===== src/rtl/spinor_pkg.sv =====
// Shared types and command decode for the SPI NOR command sequencer.
// Assumes 24-bit flash addressing and one opcode byte per frame.
package spinor_pkg;

    localparam int ADDR_W = 24;
    localparam logic [7:0] DUMMY_FILL = 8'hFF;
    localparam logic [7:0] READ_FILL  = 8'h00;
    localparam int BUSY_BIT = 0;

    typedef enum logic [3:0] {
        K_FAST_RD = 4'd0,
        K_SLOW_RD = 4'd1,
        K_PROG    = 4'd2,
        K_ER4K    = 4'd3,
        K_ER32K   = 4'd4,
        K_ER64K   = 4'd5,
        K_ERCHIP  = 4'd6,
        K_WREN    = 4'd7,
        K_WRDIS   = 4'd8,
        K_RDSTAT  = 4'd9,
        K_WRSTAT  = 4'd10,
        K_RDID    = 4'd11,
        K_POLL    = 4'd12
    } cmd_kind_e;

    typedef enum logic [1:0] {
        D_NONE  = 2'd0,
        D_READ  = 2'd1,
        D_WRITE = 2'd2,
        D_POLL  = 2'd3
    } data_dir_e;

    typedef struct packed {
        logic       valid;
        logic [7:0] opcode;
        logic       has_addr;
        logic       has_dummy;
        logic       slow;
        data_dir_e  dir;
        logic       len_from_host;
        logic [1:0] fixed_len;
    } frame_shape_t;

    // Map a command kind onto the shape of its SPI frame.
    function automatic frame_shape_t decode_kind(input logic [3:0] kind);
        frame_shape_t s;
        s = '{valid: 1'b1, opcode: 8'h00, has_addr: 1'b0, has_dummy: 1'b0,
              slow: 1'b0, dir: D_NONE, len_from_host: 1'b0, fixed_len: 2'd0};
        case (kind)
            K_FAST_RD: begin s.opcode = 8'h0B; s.has_addr = 1'b1; s.has_dummy = 1'b1;
                             s.dir = D_READ; s.len_from_host = 1'b1; end
            K_SLOW_RD: begin s.opcode = 8'h03; s.has_addr = 1'b1; s.slow = 1'b1;
                             s.dir = D_READ; s.len_from_host = 1'b1; end
            K_PROG:    begin s.opcode = 8'h02; s.has_addr = 1'b1;
                             s.dir = D_WRITE; s.len_from_host = 1'b1; end
            K_ER4K:    begin s.opcode = 8'h20; s.has_addr = 1'b1; end
            K_ER32K:   begin s.opcode = 8'h52; s.has_addr = 1'b1; end
            K_ER64K:   begin s.opcode = 8'hD8; s.has_addr = 1'b1; end
            K_ERCHIP:  s.opcode = 8'h60;
            K_WREN:    s.opcode = 8'h06;
            K_WRDIS:   s.opcode = 8'h04;
            K_RDSTAT:  begin s.opcode = 8'h05; s.dir = D_READ;  s.fixed_len = 2'd1; end
            K_WRSTAT:  begin s.opcode = 8'h01; s.dir = D_WRITE; s.fixed_len = 2'd1; end
            K_RDID:    begin s.opcode = 8'h9F; s.dir = D_READ;  s.fixed_len = 2'd3; end
            K_POLL:    begin s.opcode = 8'h05; s.dir = D_POLL; end
            default:   s.valid = 1'b0;
        endcase
        return s;
    endfunction

endpackage


===== src/rtl/spinor_byte_shifter.sv =====
// One-byte SPI shift engine. It runs 8 SCK periods per start pulse.
// MOSI changes while SCK is low and MISO is sampled at each rising edge,
// which serves both mode 0 and mode 3. Assumes half_div >= 1 and
// that half_div and cpol stay constant while a byte is in flight.
module spinor_byte_shifter #(
    parameter int DIV_W = 3
) (
    input  logic             clk,
    input  logic             rst_n,
    input  logic             cpol,
    input  logic [DIV_W-1:0] half_div,
    input  logic             start,
    input  logic [7:0]       tx_byte,
    output logic             byte_done,
    output logic [7:0]       rx_byte,
    output logic             sck,
    output logic             mosi,
    input  logic             miso
);
    localparam int PH_LAST = 15;

    logic             active;
    logic [3:0]       ph;
    logic [DIV_W-1:0] hcnt;
    logic [7:0]       tx_sr;
    logic [7:0]       rx_sr;

    // SCK follows the phase LSB during a byte and rests at the idle level otherwise.
    assign sck     = active ? ph[0] : cpol;
    assign mosi    = tx_sr[7];
    assign rx_byte = rx_sr;

    // Advance half-periods, sample on rising, shift on falling.
    always_ff @(posedge clk) begin
        if (!rst_n) begin
            active    <= 1'b0;
            ph        <= '0;
            hcnt      <= '0;
            tx_sr     <= '0;
            rx_sr     <= '0;
            byte_done <= 1'b0;
        end else begin
            byte_done <= 1'b0;
            if (start && !active) begin
                active <= 1'b1;
                ph     <= '0;
                hcnt   <= '0;
                tx_sr  <= tx_byte;
            end else if (active) begin
                if (hcnt == half_div - DIV_W'(1)) begin
                    hcnt <= '0;
                    ph   <= ph + 4'd1;
                    if (!ph[0]) begin
                        rx_sr <= {rx_sr[6:0], miso};
                    end else if (ph == 4'(PH_LAST)) begin
                        active    <= 1'b0;
                        byte_done <= 1'b1;
                    end else begin
                        tx_sr <= {tx_sr[6:0], 1'b0};
                    end
                end else begin
                    hcnt <= hcnt + DIV_W'(1);
                end
            end
        end
    end

    AST_MOSI_STEADY_AT_RISE: assert property (@(posedge clk) disable iff (!rst_n)
        (active && $rose(sck)) |-> $stable(mosi));

    AST_ONE_BYTE_AT_A_TIME: assert property (@(posedge clk) disable iff (!rst_n)
        byte_done |-> !active);

endmodule


===== src/rtl/spinor_rd_slot.sv =====
// Single-entry holding register for bytes returned to the host.
// Assumes the producer only pushes while the slot is empty.
module spinor_rd_slot (
    input  logic       clk,
    input  logic       rst_n,
    input  logic       push,
    input  logic [7:0] push_data,
    output logic       rd_valid,
    input  logic       rd_ready,
    output logic [7:0] rd_data,
    output logic       slot_busy
);
    assign slot_busy = rd_valid;

    // Fill on push, empty on host acceptance.
    always_ff @(posedge clk) begin
        if (!rst_n) begin
            rd_valid <= 1'b0;
            rd_data  <= '0;
        end else if (push) begin
            rd_valid <= 1'b1;
            rd_data  <= push_data;
        end else if (rd_valid && rd_ready) begin
            rd_valid <= 1'b0;
        end
    end

    AST_RD_HELD: assert property (@(posedge clk) disable iff (!rst_n)
        (rd_valid && !rd_ready) |=> (rd_valid && $stable(rd_data)));

    AST_NO_OVERWRITE: assert property (@(posedge clk) disable iff (!rst_n)
        push |-> !rd_valid);

endmodule


===== src/rtl/spinor_frame_ctl.sv =====
// Frame sequencer. It accepts one command while idle, walks the phases
// opcode, address, dummy and data, and issues one byte at a time to the shifter.
// It closes the frame, times the chip-select gap and pulses done.
// Assumes CS_GAP >= 1 and SCK_HALF >= 1.
module spinor_frame_ctl
    import spinor_pkg::*;
#(
    parameter int LEN_W    = 16,
    parameter int SCK_HALF = 2,
    parameter int CS_GAP   = 4,
    parameter int DIV_W    = 3
) (
    input  logic              clk,
    input  logic              rst_n,
    input  logic              cmd_valid,
    output logic              cmd_ready,
    input  logic [3:0]        cmd_kind,
    input  logic [ADDR_W-1:0] cmd_addr,
    input  logic [LEN_W-1:0]  cmd_len,
    input  logic              wr_valid,
    output logic              wr_ready,
    input  logic [7:0]        wr_data,
    input  logic              slot_busy,
    output logic              push,
    output logic [7:0]        push_data,
    output logic              sh_start,
    output logic [7:0]        sh_byte,
    output logic [DIV_W-1:0]  sh_half,
    input  logic              sh_done,
    input  logic [7:0]        sh_rx,
    output logic              cs_n,
    output logic              done
);
    localparam int GAP_W = (CS_GAP > 1) ? $clog2(CS_GAP) : 1;

    typedef enum logic [1:0] {S_IDLE, S_LAUNCH, S_SHIFT, S_GAP} st_e;
    typedef enum logic [1:0] {G_OPC, G_ADDR, G_DUMMY, G_DATA} stage_e;

    st_e               st;
    stage_e            stg, nxt_stg;
    frame_shape_t      dec;
    logic              skip;
    logic [7:0]        op_q;
    logic              addr_en_q, dummy_q, slow_q;
    data_dir_e         dir_q;
    logic [ADDR_W-1:0] addr_q;
    logic [LEN_W-1:0]  dlen_q, cnt, nxt_cnt;
    logic [GAP_W-1:0]  gap_cnt;
    logic              go, last;

    assign dec       = decode_kind(cmd_kind);
    assign skip      = !dec.valid || (dec.len_from_host && (cmd_len == '0));
    assign cmd_ready = (st == S_IDLE);
    assign sh_half   = slow_q ? DIV_W'(2 * SCK_HALF) : DIV_W'(SCK_HALF);
    assign sh_start  = go;
    assign push_data = sh_rx;
    assign push      = (st == S_SHIFT) && sh_done && (stg == G_DATA) &&
                       ((dir_q == D_READ) || ((dir_q == D_POLL) && !sh_rx[BUSY_BIT]));

    // Choose the next outgoing byte and decide whether it can launch now.
    always_comb begin
        sh_byte  = READ_FILL;
        go       = 1'b0;
        wr_ready = 1'b0;
        if (st == S_LAUNCH) begin
            case (stg)
                G_OPC: begin
                    sh_byte = op_q;
                    go      = 1'b1;
                end
                G_ADDR: begin
                    case (cnt[1:0])
                        2'd0:    sh_byte = addr_q[23:16];
                        2'd1:    sh_byte = addr_q[15:8];
                        default: sh_byte = addr_q[7:0];
                    endcase
                    go = 1'b1;
                end
                G_DUMMY: begin
                    sh_byte = DUMMY_FILL;
                    go      = 1'b1;
                end
                default: begin
                    if (dir_q == D_WRITE) begin
                        wr_ready = 1'b1;
                        sh_byte  = wr_data;
                        go       = wr_valid;
                    end else begin
                        go = !slot_busy;
                    end
                end
            endcase
        end
    end

    // Work out the phase that follows a finished byte and whether the frame ends.
    always_comb begin
        nxt_stg = stg;
        nxt_cnt = cnt;
        last    = 1'b0;
        case (stg)
            G_OPC: begin
                if (addr_en_q) begin
                    nxt_stg = G_ADDR;
                    nxt_cnt = '0;
                end else if (dir_q != D_NONE) begin
                    nxt_stg = G_DATA;
                    nxt_cnt = '0;
                end else begin
                    last = 1'b1;
                end
            end
            G_ADDR: begin
                if (cnt != LEN_W'(2)) begin
                    nxt_cnt = cnt + LEN_W'(1);
                end else if (dummy_q) begin
                    nxt_stg = G_DUMMY;
                end else if (dir_q != D_NONE) begin
                    nxt_stg = G_DATA;
                    nxt_cnt = '0;
                end else begin
                    last = 1'b1;
                end
            end
            G_DUMMY: begin
                nxt_stg = G_DATA;
                nxt_cnt = '0;
            end
            default: begin
                if (dir_q == D_POLL) begin
                    last = !sh_rx[BUSY_BIT];
                end else if (cnt == dlen_q - LEN_W'(1)) begin
                    last = 1'b1;
                end else begin
                    nxt_cnt = cnt + LEN_W'(1);
                end
            end
        endcase
    end

    // Main state register: accept, launch, shift, gap, done.
    always_ff @(posedge clk) begin
        if (!rst_n) begin
            st        <= S_IDLE;
            stg       <= G_OPC;
            cnt       <= '0;
            cs_n      <= 1'b1;
            done      <= 1'b0;
            gap_cnt   <= '0;
            op_q      <= '0;
            addr_en_q <= 1'b0;
            dummy_q   <= 1'b0;
            slow_q    <= 1'b0;
            dir_q     <= D_NONE;
            addr_q    <= '0;
            dlen_q    <= '0;
        end else begin
            done <= 1'b0;
            case (st)
                S_IDLE: begin
                    if (cmd_valid) begin
                        op_q      <= dec.opcode;
                        addr_en_q <= dec.has_addr;
                        dummy_q   <= dec.has_dummy;
                        slow_q    <= dec.slow;
                        dir_q     <= dec.dir;
                        addr_q    <= cmd_addr;
                        dlen_q    <= dec.len_from_host ? cmd_len : LEN_W'(dec.fixed_len);
                        gap_cnt   <= '0;
                        stg       <= G_OPC;
                        cnt       <= '0;
                        if (skip) begin
                            st <= S_GAP;
                        end else begin
                            cs_n <= 1'b0;
                            st   <= S_LAUNCH;
                        end
                    end
                end
                S_LAUNCH: begin
                    if (go) st <= S_SHIFT;
                end
                S_SHIFT: begin
                    if (sh_done) begin
                        if (last) begin
                            cs_n    <= 1'b1;
                            gap_cnt <= '0;
                            st      <= S_GAP;
                        end else begin
                            stg <= nxt_stg;
                            cnt <= nxt_cnt;
                            st  <= S_LAUNCH;
                        end
                    end
                end
                default: begin
                    if (gap_cnt == GAP_W'(CS_GAP - 1)) begin
                        done <= 1'b1;
                        st   <= S_IDLE;
                    end else begin
                        gap_cnt <= gap_cnt + GAP_W'(1);
                    end
                end
            endcase
        end
    end

    AST_READY_ONLY_IDLE: assert property (@(posedge clk) disable iff (!rst_n)
        !cs_n |-> !cmd_ready);

    AST_DONE_ONE_CYCLE: assert property (@(posedge clk) disable iff (!rst_n)
        done |=> !done);

    AST_DONE_AFTER_CS_HIGH: assert property (@(posedge clk) disable iff (!rst_n)
        done |-> (cs_n && $past(cs_n)));

    AST_ZERO_LEN_NO_FRAME: assert property (@(posedge clk) disable iff (!rst_n)
        (cmd_ready && cmd_valid && (cmd_kind <= 4'd2) && (cmd_len == '0)) |=> cs_n);

endmodule


===== src/rtl/spinor_seq.sv =====
// Top of the SPI NOR command sequencer. It joins the frame sequencer,
// the byte shift engine and the read holding slot. cfg_mode3 must only
// change while the block is idle.
module spinor_seq #(
    parameter int LEN_W    = 16,
    parameter int SCK_HALF = 2,
    parameter int CS_GAP   = 4
) (
    input  logic             clk,
    input  logic             rst_n,
    input  logic             cfg_mode3,
    input  logic             cmd_valid,
    output logic             cmd_ready,
    input  logic [3:0]       cmd_kind,
    input  logic [23:0]      cmd_addr,
    input  logic [LEN_W-1:0] cmd_len,
    input  logic             wr_valid,
    output logic             wr_ready,
    input  logic [7:0]       wr_data,
    output logic             rd_valid,
    input  logic             rd_ready,
    output logic [7:0]       rd_data,
    output logic             done,
    output logic             spi_cs_n,
    output logic             spi_sck,
    output logic             spi_mosi,
    input  logic             spi_miso
);
    localparam int DIV_W = $clog2(2 * SCK_HALF + 1);

    logic             sh_start, sh_done, push, slot_busy;
    logic [7:0]       sh_byte, sh_rx, push_data;
    logic [DIV_W-1:0] sh_half;

    spinor_frame_ctl #(
        .LEN_W(LEN_W), .SCK_HALF(SCK_HALF), .CS_GAP(CS_GAP), .DIV_W(DIV_W)
    ) u_ctl (
        .clk(clk), .rst_n(rst_n),
        .cmd_valid(cmd_valid), .cmd_ready(cmd_ready), .cmd_kind(cmd_kind),
        .cmd_addr(cmd_addr), .cmd_len(cmd_len),
        .wr_valid(wr_valid), .wr_ready(wr_ready), .wr_data(wr_data),
        .slot_busy(slot_busy), .push(push), .push_data(push_data),
        .sh_start(sh_start), .sh_byte(sh_byte), .sh_half(sh_half),
        .sh_done(sh_done), .sh_rx(sh_rx),
        .cs_n(spi_cs_n), .done(done)
    );

    spinor_byte_shifter #(.DIV_W(DIV_W)) u_shift (
        .clk(clk), .rst_n(rst_n), .cpol(cfg_mode3), .half_div(sh_half),
        .start(sh_start), .tx_byte(sh_byte), .byte_done(sh_done), .rx_byte(sh_rx),
        .sck(spi_sck), .mosi(spi_mosi), .miso(spi_miso)
    );

    spinor_rd_slot u_slot (
        .clk(clk), .rst_n(rst_n), .push(push), .push_data(push_data),
        .rd_valid(rd_valid), .rd_ready(rd_ready), .rd_data(rd_data),
        .slot_busy(slot_busy)
    );

    AST_SCK_PARKED: assert property (@(posedge clk) disable iff (!rst_n)
        spi_cs_n |-> (spi_sck == cfg_mode3));

    AST_NO_WRITE_OUTSIDE_FRAME: assert property (@(posedge clk) disable iff (!rst_n)
        spi_cs_n |-> !wr_ready);

endmodule


===== config.mk =====
export PLATFORM = sky130hd
export DESIGN_NAME = spinor_seq
export DESIGN_NICKNAME = d
export VERILOG_FILES = /design/src/rtl/spinor_pkg.sv /design/src/rtl/spinor_byte_shifter.sv /design/src/rtl/spinor_rd_slot.sv /design/src/rtl/spinor_frame_ctl.sv /design/src/rtl/spinor_seq.sv
export SDC_FILE = /design/constraint.sdc
export NUM_CORES = 1
export LEC_CHECK = 0
export CORE_UTILIZATION = 40
export DETAILED_ROUTE_END_ITERATION = 12
export DONT_BUFFER_PORTS = 1
export SLEW_MARGIN = 20
export SYNTH_ARGS = -nofsm -noshare
export SYNTH_HDL_FRONTEND = slang
export SYNTH_HIERARCHICAL = 1
export SYNTH_SLANG_ARGS = --single-unit
export TNS_END_PERCENT = 10

===== constraint.sdc =====
create_clock -name clk -period 7.64 [get_ports clk]
set_input_delay 0.382 -clock clk [delete_from_list [all_inputs] [get_ports clk]]
set_output_delay 0.382 -clock clk [all_outputs]
set_load 0.05 [all_outputs]

==> results.py, run 1 <==
metrics = {
    "run_status": {
        "status": "finished clean",
    },
    "die": {
        "fp.coreArea_um2": 15940,
        "pin_count": 74,
        "initial_core_util_pct": 40.98,
        "row_count": 46,
        "die_area_um2": 16850,
        "dieHeight_um": 129.8,
        "die_w_um": 129.8,
    },
    "placement": {
        "place.gp.congestion": 0.8234,
        "hpwlAfterDp_um": 11450,
        "dp_worst_setup_slack_ns": 4.383,
        "port_buffers": 0,
    },
    "timing": {
        "skew_ns": 0.007177,
        "tightest_slew_ns": 1.027,
        "rsz0062_at_grt": "no",
        "setup_viol": 0,
        "hold_violations": 0,
        "slew_viol_final": 0,
        "fin_ws_ns": 4.348,
        "max_freq_mhz": 303.8,
        "finalSetupTns_ns": 0,
        "min_period_over_period_pct": 43.09,
        "max_slew_margin_pct": 31.56,
        "fin_crit_ns": 3.292,
    },
    "cts": {
        "cts_hold_buf": 0,
        "cts_max_level": 3,
        "post-cts-setup-buffer-count": 0,
        "root_buffer": "clkbuf_16",
        "cts_buffers": 9,
        "cts_buffer_depth": 2,
        "cts_tree": "built",
        "clk_latency_ns": 0.36,
        "cts-resized-gates": 0,
        "clk_pin_slew_worst_paths_ns": 0.07,
        "cts_sinks": 111,
    },
    "synth": {
        "synthCells": 858,
        "synth_area_leaders": "dfxtp_1 (34%), nand2_1 (7.5%), a21oi_1 (5.5%), nor2_1 (4.3%), o21ai_0 (3.8%)",
        "synth_edf_count": 0,
        "synth_seq_area_share_pct": 34.01,
        "synthDistinctLibCells": 66,
        "synthFlopType": "dfxtp_1",
        "ys_ff_latch": 111,
        "synth_top_area_share_pct": 34.01,
        "yosys.area.top_type": "dfxtp_1",
        "syn_area_um2": 6534,
        "ys_warn_count": 6,
        "ys_async_sr_fraction_pct": 0,
        "synth_nets": 935,
        "syn_area_per_cell_um2": 7.615,
    },
    "critical_path": {
        "worstPathRequired_ns": 7.90,
        "critPathKind": "flop to flop",
        "end_kind": "flop",
        "worst-r2r-setup-slack_ns": 4.35,
        "worstPathMaxFanout": 31,
        "r2r-start": "u_ctl/dlen_q[0]",
        "startpoint_type": "flop",
        "r2r-end": "u_ctl/cnt[14]",
        "cp.arrival_ns": 3.55,
        "rr_worst_depth": 10,
    },
    "finish": {
        "area_growth_pct": 4.194,
        "fillerInstances": 1712,
        "antenna_cells": 0,
        "fin_util_pct": 42.70,
        "drive_gt1_share_pct": 5.198,
        "final_common_cell": "nand2_1",
        "final_cell_mix": "nand2_1 (130), dfxtp_1 (111), nor2_1 (74)",
        "nets": 880,
    },
    "power_and_ir_drop": {
        "leakagePower_nw": 2.472,
        "p_sw_w": 0.0007239,
        "pwr-share-clk_pct": 26.6,
        "p_int_w": 0.001122,
        "combPwrFrac_pct": 34.7,
        "power_density_nw_per_um2": 271.2,
        "seqPwrFrac_pct": 38.7,
        "vdd_drop_max_mv": 0.1497,
        "swShare_pct": 39.21,
    },
    "run": {
        "max_cap_viol_count": 0,
    },
    "drt": {
        "via_per_inst": 5.579,
        "firstDrtPassIters": 5,
        "drtAntennaViolNets": 0,
        "via_count": 5713,
        "drc": 0,
        "routed_wirelength_um": 16230,
        "drtIter0Drc": 444,
        "post_drt_wl_per_cell_um": 15.85,
    },
    "hold_path": {
        "hold_depth": 1,
        "min_to": "u_ctl/cnt[14]",
        "min_from": "rst_n",
        "hp-class": "input port to flop",
    },
    "global_routing": {
        "grt-ovfl-total": 0,
        "grt_pass1_wl_um": 26360,
        "grt_max_degree": 62,
        "antenna_found_initial": 0,
        "grt_pass1_vias": 5096,
        "grt_use_total_pct": 19.93,
    },
}
==> synthesized netlist by cell type (4+ instances only) <==
cell,n
a211oi_1,12
a21oi_1,72
a221oi_1,10
a22oi_1,24
a31oi_1,4
and2_1,8
and3_1,12
buf_2,4
buf_4,11
buf_6,4
clkbuf_1,49
dfxtp_1,111
ha_1,18
inv_1,21
mux2i_1,20
nand2_1,131
nand2b_1,19
nand3_1,29
nand4_1,11
nor2_1,74
nor2b_1,28
nor3_1,22
nor4_1,9
o2111ai_1,5
o211ai_1,4
o21ai_0,50
or2_2,4
or3_1,5
xnor2_1,10
xor2_1,9
==> worst max-delay path by stage <==
stage	to	from	slack (ns)
6_report	u_ctl/cnt[14]	u_ctl/dlen_q[0]	4.35
5_1_grt	u_ctl/cnt[0]	u_ctl/dlen_q[0]	4.15
4_1_cts	u_ctl/cnt[14]	u_ctl/dlen_q[0]	4.37
3_5_place_dp	u_ctl/cnt[14]	u_ctl/dlen_q[0]	4.38
3_3_place_gp	u_ctl/cnt[14]	u_ctl/dlen_q[0]	4.48
2_1_floorplan	u_ctl/cnt[6]	u_ctl/dlen_q[0]	4.94
==> cells by family (layout without fill, tap and decap cells) <==
| logic type | count (synthesis) | in the layout | synth area share, % |
|---|---|---|---|
| simple gates | 377 | 377 | 28.34 |
| mux | 24 | 24 | 3.753 |
| buf+inv | 91 | 41 | 6.396 |
| other cells | 1 | 1 | 0.05739 |
| xor+xnor | 22 | 22 | 3.409 |
| fa+ha+maj | 18 | 18 | 3.447 |
| flops | 111 | 111 | 34.01 |
| compound gates | 214 | 214 | 20.59 |
==> metal layers <==
| metal | GRT usage (%) | wire length [µm] | vias to the layer above |
|---|---|---|---|
| met2 | 31.17 | 7286 | 134 |
| met1 | 26.64 | 7691 | 2646 |
| met4 | 8.618 | 430 | 0 |
| met3 | 3.977 | 818 | 23 |
| li1 | - | - | 2910 |
| met5 | 0 | 0 | - |
==> power groups by stage <==
stage	Clock [W]	Combinational [W]	Sequential (W)
after CTS	0.000504	0.000638	0.000715
after detailed placement	0	0.000635	0.000729
final	0.000491	0.000641	0.000715
after floorplan	0	0.000548	0.000705
after global routing	0.000526	0.000717	0.000726
after global placement	0	0.000634	0.000728
==> final cells by class <==
cell class	count	area, µm²	area share [%]
Clock buffer	9	225.2	3.308
Clock inverter	7	81.33	1.195
Inverter	21	78.83	1.158
Multi-Input combinational cell	656	3900	57.29
Sequential cell	111	2222	32.64
Tap cell	216	270.3	3.970
Timing Repair Buffer	4	30.03	0.4411
==> critical path, stage by stage (launching register included) <==
cell,delay [ns]
dfxtp_1,0.42
inv_1,0.07
ha_1,0.22
nor2b_1,0.18
or3_1,0.36
a311oi_1,0.28
nand4_1,0.19
or2_2,0.35
o31a_1,0.63
and4_1,0.34
o21a_1,0.16
==> metrics by stage <==
step / hold slack (ns) / power (W) / cell area [µm²] / cells
final: 0.1443 / 0.001846 / 6808 / 1024
after global routing: 0.1403 / 0.001969 / 6808 / 1024
after CTS: 0.1324 / 0.001858 / 6804 / 1024
after detailed placement: 0.4474 / 0.001364 / 6497 / 1008
after global placement: 0.4426 / 0.001362 / 6497 / 1008
after floorplan: 0.4320 / 0.001253 / 6534 / 858
==> state kept, by name, indices dropped and copies added, names as in the netlist, 3 cells and up <==
| signal | count |
|---|---|
| u_slot/rd_data | 8 |
| u_shift/hcnt | 3 |
| u_shift/ph | 4 |
| u_ctl/cnt | 16 |
| u_ctl/addr_q | 24 |
| u_ctl/dlen_q | 16 |
| u_shift/rx_byte | 8 |
| u_shift/tx_sr | 8 |
| u_ctl/op_q | 8 |
Power figures use the tool's default switching activity.
==> run 2: changes to the inputs <==
Clock period 7.64 ns to 3.21 ns, I/O delays scaled along.
==> results.py, run 2 (same netlist as run 1, synthesis figures left out) <==
metrics = {
    "die": {
        "initial_core_util_pct": 40.98,
        "die_area_um2": 16850,
        "row_count": 46,
        "fp.coreArea_um2": 15940,
        "die_w_um": 129.8,
        "dieHeight_um": 129.8,
        "pin_count": 74,
    },
    "cts": {
        "cts_buffers": 9,
        "cts_sinks": 111,
        "post-cts-setup-buffer-count": 0,
        "clk_pin_slew_worst_paths_ns": 0.07,
        "clk_latency_ns": 0.36,
        "cts_tree": "built",
        "cts_buffer_depth": 2,
        "cts_max_level": 3,
        "root_buffer": "clkbuf_16",
    },
    "timing": {
        "setup_viol": 0,
        "hold_violations": 0,
        "finalSetupTns_ns": 0,
        "max_freq_mhz": 340.6,
        "rsz0062_at_grt": "no",
        "fin_crit_ns": 2.936,
        "skew_ns": 0.008320,
        "tightest_slew_ns": 0.9482,
        "slew_viol_final": 0,
        "max_slew_margin_pct": 36.36,
        "min_period_over_period_pct": 91.46,
    },
    "placement": {
        "place.gp.congestion": 0.8340,
        "port_buffers": 0,
        "hpwlAfterDp_um": 11930,
    },
    "finish": {
        "reg_top3": "u_ctl/addr_q (24), u_ctl/cnt (16), u_ctl/dlen_q (16)",
        "drive_gt1_share_pct": 7.339,
        "area_growth_pct": 12.98,
        "antenna_cells": 0,
        "final_common_cell": "nand2_1",
        "largest_register_ffs": 24,
        "nets": 944,
        "regMostFlops": "u_ctl/addr_q",
        "final_cell_mix": "nand2_1 (130), dfxtp_1 (111), nor2_1 (74)",
    },
    "critical_path": {
        "cp.arrival_ns": 3.22,
        "worst-r2r-setup-slack_ns": 0.27,
        "startpoint_type": "flop",
        "end_kind": "flop",
        "r2r-start": "u_ctl/dlen_q[1]",
        "critical_path.endpoint": "u_ctl/cnt[6]",
        "cp-startpoint": "u_ctl/dlen_q[1]",
        "worstPathCellList": "inv_1 > ha_1 > nor2b_1 > or3_1 > a311oi_1 > nand4_1 > or2_2 > o31a_4 > buf_4 > nand2b_1 > a21oi_1",
        "rr_worst_depth": 11,
        "r2r-end": "u_ctl/cnt[6]",
        "critPathKind": "flop to flop",
        "worstPathRequired_ns": 3.50,
        "worst_path_max_delay_cell": "o31a_4",
        "worstPathMaxFanout": 22,
        "cp_slowest_stage_delay_ns": 0.46,
    },
    "hold_path": {
        "hp-class": "input port to flop",
    },
    "drt": {
        "routed.top_layer": "met4",
        "via_per_inst": 5.569,
        "via_count": 6059,
        "routed_wirelength_um": 17240,
        "wl_met3_um": 878,
        "post_drt_wl_per_cell_um": 15.84,
        "wl_met1_um": 8045,
        "drtIter0Drc": 383,
        "wl_met2_um": 7932,
        "drc": 0,
        "firstDrtPassIters": 5,
        "drtAntennaViolNets": 0,
    },
    "power_and_ir_drop": {
        "vdd_drop_max_mv": 0.3347,
        "leakagePower_nw": 2.771,
        "power_density_nw_per_um2": 606.2,
        "total_power_w": 0.004475,
    },
    "global_routing": {
        "grt_use_total_pct": 21.32,
        "antenna_found_initial": 0,
        "grt_max_degree": 50,
        "grt_pass1_vias": 5612,
        "grt_pass1_wl_um": 28200,
        "grt-ovfl-total": 0,
    },
    "run": {
        "max_cap_viol_count": 0,
    },
    "run_status": {
        "status": "finished clean",
    },
}
[run 2: cell types whose count changed in the layout (fill, tap and decap cells not counted), sizes merged]
| cell | previous run | this run |
|---|---|---|
| bufinv | 1 | 0 |
| inv | 23 | 22 |
| clkinvlp | 2 | 0 |
| buf | 4 | 26 |
| clkbuf | 9 | 11 |
| clkinv | 2 | 4 |
| dlygate4sd3 | 0 | 42 |
[run 2: cell type report]
type | count | area (µm²)
clock inverter | 5 | 40.04
timing repair buffer | 68 | 613.1
clock buffer | 11 | 252.7
multi-input combinational | 656 | 3905
sequential | 111 | 2222
tap | 216 | 270.3
fill | 1622 | 8561
inverter | 21 | 78.83
[run 2: repair_timing]
action / 4_1_cts / 5_1_grt
hold buffers: 43 / 0
endpoints found under the setup margin: 0 / 7
endpoints found under the hold margin: 74 / 0
gates resized for setup: 0 / 2
[run 2: per-layer routing]
layer	vias to the layer above	global-route usage, %
met5	-	0
met4	0	8.755
li1	3052	-
met2	171	34.73
met3	22	3.813
met1	2814	27.84
[run 2: stage by stage]
step | hold WS, ns | utilization (%) | instance area [µm²] | cells | worst slack [ns]
floorplan | 0.2780 | - | 6534 | 858 | 0.5143
CTS | 0.006748 | 46.28 | 7378 | 1088 | 0.1373
detailed placement | 0.2932 | 41.74 | 6655 | 1029 | 0.1585
finish | 0.02239 | 46.30 | 7382 | 1088 | 0.2741
global placement | 0.2853 | 41.74 | 6655 | 1029 | 0.1972
global route | 0.02476 | 46.30 | 7382 | 1088 | 0.01478
[run 2: worst min path at each step]
stage           startpoint               to  slack [ns]  cells after the start
2_1_floorplan        rst_n    u_ctl/cnt[14]        0.28                      1
3_3_place_gp         rst_n    u_ctl/cnt[14]        0.29                      1
3_5_place_dp         rst_n  u_slot/rd_valid        0.29                      1
4_1_cts        cmd_kind[3]  u_ctl/addr_en_q       0.007                      3
5_1_grt           rd_ready  u_slot/rd_valid        0.02                      2
6_report       cmd_kind[3]  u_ctl/addr_en_q        0.02                      3
[run 2: where the power goes]
| group | leakage, nW | internal (W) | switching [W] |
|---|---|---|---|
| clock network | 0.146 | 0.000575 | 0.000535 |
| logic | 1.72 | 0.000624 | 0.00104 |
| registers | 0.902 | 0.00154 | 0.000161 |
| total | 2.77 | 0.00274 | 0.00174 |
[run 2: critical path: cells and delay by family (launching register included)]
kind	cells	cell delay [ns]
AND/OR/NAND/NOR	5	1.18
flip-flops	1	0.36
buffers and inverters	2	0.25
adder cells (fa/ha/maj)	1	0.22
AO/OA/AOI/OAI	3	0.87
